`src/rtl/lpf_stage_sel.sv`:
```
module lpf_stage_sel #(
  parameter int BW_W        = 5,
  parameter int DAMP_W      = 3,
  parameter int START_TICKS = 2000
) (
  input  logic              clk,
  input  logic              rst_n,
  input  logic              tick_ms,
  input  logic              loop_closed,
  input  logic              lock_ok,
  input  logic              auto_sel,
  input  logic [BW_W-1:0]   start_bw,
  input  logic [DAMP_W-1:0] start_damp,
  input  logic [BW_W-1:0]   acq_bw,
  input  logic [DAMP_W-1:0] acq_damp,
  input  logic [BW_W-1:0]   lock_bw,
  input  logic [DAMP_W-1:0] lock_damp,
  output logic [BW_W-1:0]   bw_code,
  output logic [DAMP_W-1:0] damp_code,
  output logic [1:0]        stage
);

  localparam int CNT_W = $clog2(START_TICKS + 1);
  localparam logic [CNT_W-1:0] LAST = CNT_W'(START_TICKS - 1);
  localparam logic [1:0] ST_START = 2'd0;
  localparam logic [1:0] ST_ACQ   = 2'd1;
  localparam logic [1:0] ST_LOCK  = 2'd2;

  logic [CNT_W-1:0] win_cnt;
  logic             use_lock, use_acq;

  always_ff @(posedge clk) begin
    if (!rst_n || !loop_closed) begin
      stage   <= ST_START;
      win_cnt <= '0;
    end else begin
      case (stage)
        ST_START:
          if (tick_ms) begin
            if (win_cnt == LAST) begin
              stage   <= ST_ACQ;
              win_cnt <= '0;
            end else begin
              win_cnt <= win_cnt + 1'b1;
            end
          end
        ST_ACQ:  if (lock_ok)  stage <= ST_LOCK;
        ST_LOCK: if (!lock_ok) stage <= ST_ACQ;
        default: stage <= ST_START;
      endcase
    end
  end

  assign use_lock  = !auto_sel || (stage == ST_LOCK);
  assign use_acq   = stage == ST_ACQ;
  assign bw_code   = use_lock ? lock_bw   : use_acq ? acq_bw   : start_bw;
  assign damp_code = use_lock ? lock_damp : use_acq ? acq_damp : start_damp;

  p_stage_legal_r2: assert property (@(posedge clk) disable iff (!rst_n)
    stage != 2'd3);

  p_window_bound_r3: assert property (@(posedge clk) disable iff (!rst_n)
    win_cnt < CNT_W'(START_TICKS));

  p_no_tick_hold_r3: assert property (@(posedge clk) disable iff (!rst_n)
    (stage == ST_START && loop_closed && !tick_ms) |=> stage == ST_START);

  p_open_restart_r4: assert property (@(posedge clk) disable iff (!rst_n)
    !loop_closed |=> (stage == ST_START && win_cnt == '0));

  p_enter_lock_r5: assert property (@(posedge clk) disable iff (!rst_n)
    (stage == ST_ACQ && loop_closed && lock_ok) |=> stage == ST_LOCK);

  p_lose_lock_r6: assert property (@(posedge clk) disable iff (!rst_n)
    (stage == ST_LOCK && loop_closed && !lock_ok) |=> stage == ST_ACQ);

  p_no_shortcut_r7: assert property (@(posedge clk) disable iff (!rst_n)
    stage == ST_START |=> stage != ST_LOCK);

  p_forced_pair_r9: assert property (@(posedge clk) disable iff (!rst_n)
    !auto_sel |-> (bw_code == lock_bw && damp_code == lock_damp));

endmodule

```
`config.mk`:
```
export PLATFORM = sky130hd
export DESIGN_NAME = lpf_stage_sel
export DESIGN_NICKNAME = d
export VERILOG_FILES = /design/src/rtl/lpf_stage_sel.sv
export SDC_FILE = /design/constraint.sdc
export NUM_CORES = 1
export LEC_CHECK = 0
export BUFFER_PORTS_ARGS = -buffer_cell sky130_fd_sc_hd__clkbuf_2
export CAP_MARGIN = 0
export CORE_MARGIN = 5
export CORE_UTILIZATION = 45
export DETAILED_ROUTE_END_ITERATION = 10
export PLACE_DENSITY = 0.75
export SKIP_LAST_GASP = 1
export SYNTH_ARGS = -nofsm -noshare
export SYNTH_HDL_FRONTEND = slang
export SYNTH_SLANG_ARGS = --single-unit
export TNS_END_PERCENT = 10
```
`constraint.sdc`:
```
create_clock -name clk -period 2 [get_ports clk]
set_input_delay 0.6 -clock clk [delete_from_list [all_inputs] [get_ports clk]]
set_output_delay 0.6 -clock clk [all_outputs]
set_load 0.05 [all_outputs]
```
==> flow_metrics.py <==
metrics = {
    "yosys": {
        "synth.top_cell.area_share": 0.278,
        "synthTopCellsByArea": "dfxtp_1 28%, mux2_2 9.6%, nand3b_1 6.4%, xor2_1 5.6%, o22ai_1 5.4%",
        "yosysTopAreaCell": "dfxtp_1",
        "synth-edff-count": 0,
        "synthesis.area_um2": 935,
        "synth_flop_cell": "dfxtp_1",
        "ys_async_sr_fraction": 0,
        "ys_seq_area_frac": 0.278,
        "postSynthCellCount": 111,
        "yosysUniqueCellTypes": 26,
        "yosysWarningCount": 0,
        "synth.avg_cell_area_um2": 8.42,
        "ys_seq_elements": 13,
        "yosysMostFrequentCell": "dfxtp_1",
        "synth_top_cells_by_count": "13 x dfxtp_1, 12 x nor2_1, 9 x a21oi_1",
        "syn-num-nets": 142,
    },
    "routing": {
        "drt_iter0_markers": 13,
        "dr.pass1.iters": 4,
        "via_count": 1044,
        "ant_nets": 0,
        "drt_wl_total_mm": 3.00,
        "viasPerCell": 5.70,
        "post_drt_wl_per_cell_um": 16.4,
        "drt_drc_violations_left": 0,
    },
    "global_routing": {
        "antenna_found_initial": 0,
        "grt_pass1_vias": 970,
        "grt_pass1_wl_mm": 4.12,
        "grt_max_degree": 15,
        "grt_overflow": 0,
        "globalRouteTotalUtil": 0.164,
    },
    "clock_network": {
        "insertion_delay_ns": 0.28,
        "cts_hold_buffers": 0,
        "cts_made_buffers": 3,
        "clk_pin_slew_worst_paths_ns": 0.08,
        "cts.sinks": 13,
        "cts.htree.levels": 1,
        "cts_root_buffer": "clkbuf_4",
        "clockBufferDepth": 2,
        "cts_tree": "built",
    },
    "final_layout": {
        "layout-drive-gt1-share": 0.526,
        "fin_cells": 183,
        "final_nets": 188,
        "fin_util": 0.791,
        "fillers": 146,
        "area_delta_synth_final_pct": 66.1,
        "diodes": 0,
    },
    "placed_design": {
        "dp_slack_ns": -0.176,
        "port_buffers": 39,
        "placedCellCount": 175,
        "globalplace.congestion": 0.776,
        "dpl.hpwl_mm": 1.96,
    },
    "timing": {
        "hold_viol": 0,
        "slew_viol_final": 0,
        "fmax_ghz": 0.471,
        "rsz0062_at_grt": "true",
        "fin_crit_sh": 1.06,
        "final.setup.worst_slack_ns": -0.124,
        "setup-violations-final": 8,
        "tightest_slew_ns": 0.475,
        "fin_skew_ns": 0.00801,
        "min_period_ns": 2.12,
        "slew_headroom": 0.682,
        "finalSetupTns_ns": -0.638,
    },
    "worst_hold_path": {
        "min_from": "loop_closed",
        "min_path_type": "input pin to flop",
    },
    "critical_path": {
        "reg2reg_to": "win_cnt[5]",
        "crit_type": "input pin to output pin",
        "reg2regPathDepth": 6,
        "regToRegSetupSlack_ns": 0.11,
        "worstPathMaxFanout": 10,
        "end_kind": "output pin",
        "arrival_ns": 1.52,
        "r2r_start": "stage[0]",
        "worstPathRequired_ns": 1.40,
        "crit_start": "auto_sel",
        "endpoint": "bw_code[3]",
        "startpoint_type": "input pin",
    },
    "floorplanning": {
        "start_util": 0.476,
        "core_area_um2": 1960,
        "die_area_um2": 3090,
        "io_pins": 40,
        "num_rows": 16,
        "die_h_um": 55.6,
        "fp.dieW_um": 55.6,
    },
    "flow_run": {
        "maxCapViolations": 0,
    },
    "outcome": {
        "status": "complete, but fails checks",
        "violations": "negative setup slack",
    },
    "pwr": {
        "irDropWorstVdd_uv": 370,
        "leakage_nw": 0.599,
        "pwr_density_cell_nw_per_um2": 427,
    },
}
[placed cells by master, fill, tap and decap left out, types with 2 or more instances in the layout]
| master | instances |
|---|---|
| a21oi_4 | 8 |
| and4_1 | 3 |
| buf_12 | 4 |
| buf_4 | 6 |
| buf_6 | 5 |
| buf_8 | 2 |
| clkbuf_2 | 31 |
| clkbuf_4 | 3 |
| dfxtp_1 | 12 |
| mux2_4 | 7 |
| nand2_1 | 5 |
| nand3_1 | 2 |
| nand3b_1 | 8 |
| nand4_1 | 3 |
| nor2_1 | 12 |
| nor4_1 | 2 |
| o21ai_0 | 2 |
| o21ai_1 | 6 |
| o22ai_2 | 2 |
| o22ai_4 | 6 |
| xnor2_1 | 5 |
| xor2_1 | 6 |
[report_power, final]
part           switching (W)  leakage, nW  internal (W)
Combinational       0.000126        0.479      0.000112
Clock              0.0000884       0.0150     0.0000775
Sequential        0.00000159        0.106      0.000259
[kinds of logic after synthesis]
family / Yosys count / share of synthesized area
mux: 9 / 0.107
buf+inv: 8 / 0.0482
xor+xnor: 11 / 0.103
flops: 13 / 0.278
compound gates: 25 / 0.145
fa+ha+maj: 1 / 0.0134
simple gates: 44 / 0.305
[per-stage QoR]
stage	power, W	instance area (um2)	hold slack, ns
finish	0.000664	1550	0.531
global route	0.000695	1550	0.531
CTS	0.000634	1430	0.526
detailed placement	0.000453	1320	0.503
global placement	0.000448	1320	0.492
floorplan	0.000380	1040	0.476
[repair_timing]
item | 4_1_cts | 5_1_grt
gates cloned | 0 | 0
buffers inserted | 1 | 3
resized for setup | 16 | 29
setup endpoints to repair | 8 | 8
hold endpoints to repair | 0 | 0
pin swaps | 1 | 8
[worst min path at each step]
stage                        endpoint  cells past startpoint
after floorplan           win_cnt[10]                      2
after global placement    win_cnt[10]                      2
after detailed placement  win_cnt[10]                      2
after CTS                 win_cnt[10]                      2
after global routing         stage[0]                      3
final                        stage[0]                      3
[sequential cells by signal, indices dropped and copies added, names as in the netlist]
register / flops
win_cnt: 11
stage: 2
[layout make-up]
cell class              count  area, um2  share of cell area
multi-input cells          90        848               0.546
repair buffers             49        380               0.245
flip-flops and latches     13        264               0.170
well taps                  27       33.8              0.0218
clock buffers               4       26.3              0.0169
[metal layers]
metal,routed length [um],global-route usage
met5,0,0
met4,145,0.0417
met3,142,0.0487
met2,1510,0.291
met1,1200,0.190
[critical path, cell delays in order]
cell and delay, ns:
clkbuf_2 0.14, buf_12 0.17, nand3b_1 0.08, o21ai_0 0.17, a21oi_4 0.21, buf_12 0.16
No activity file was read; power rests on OpenSTA's default activity.
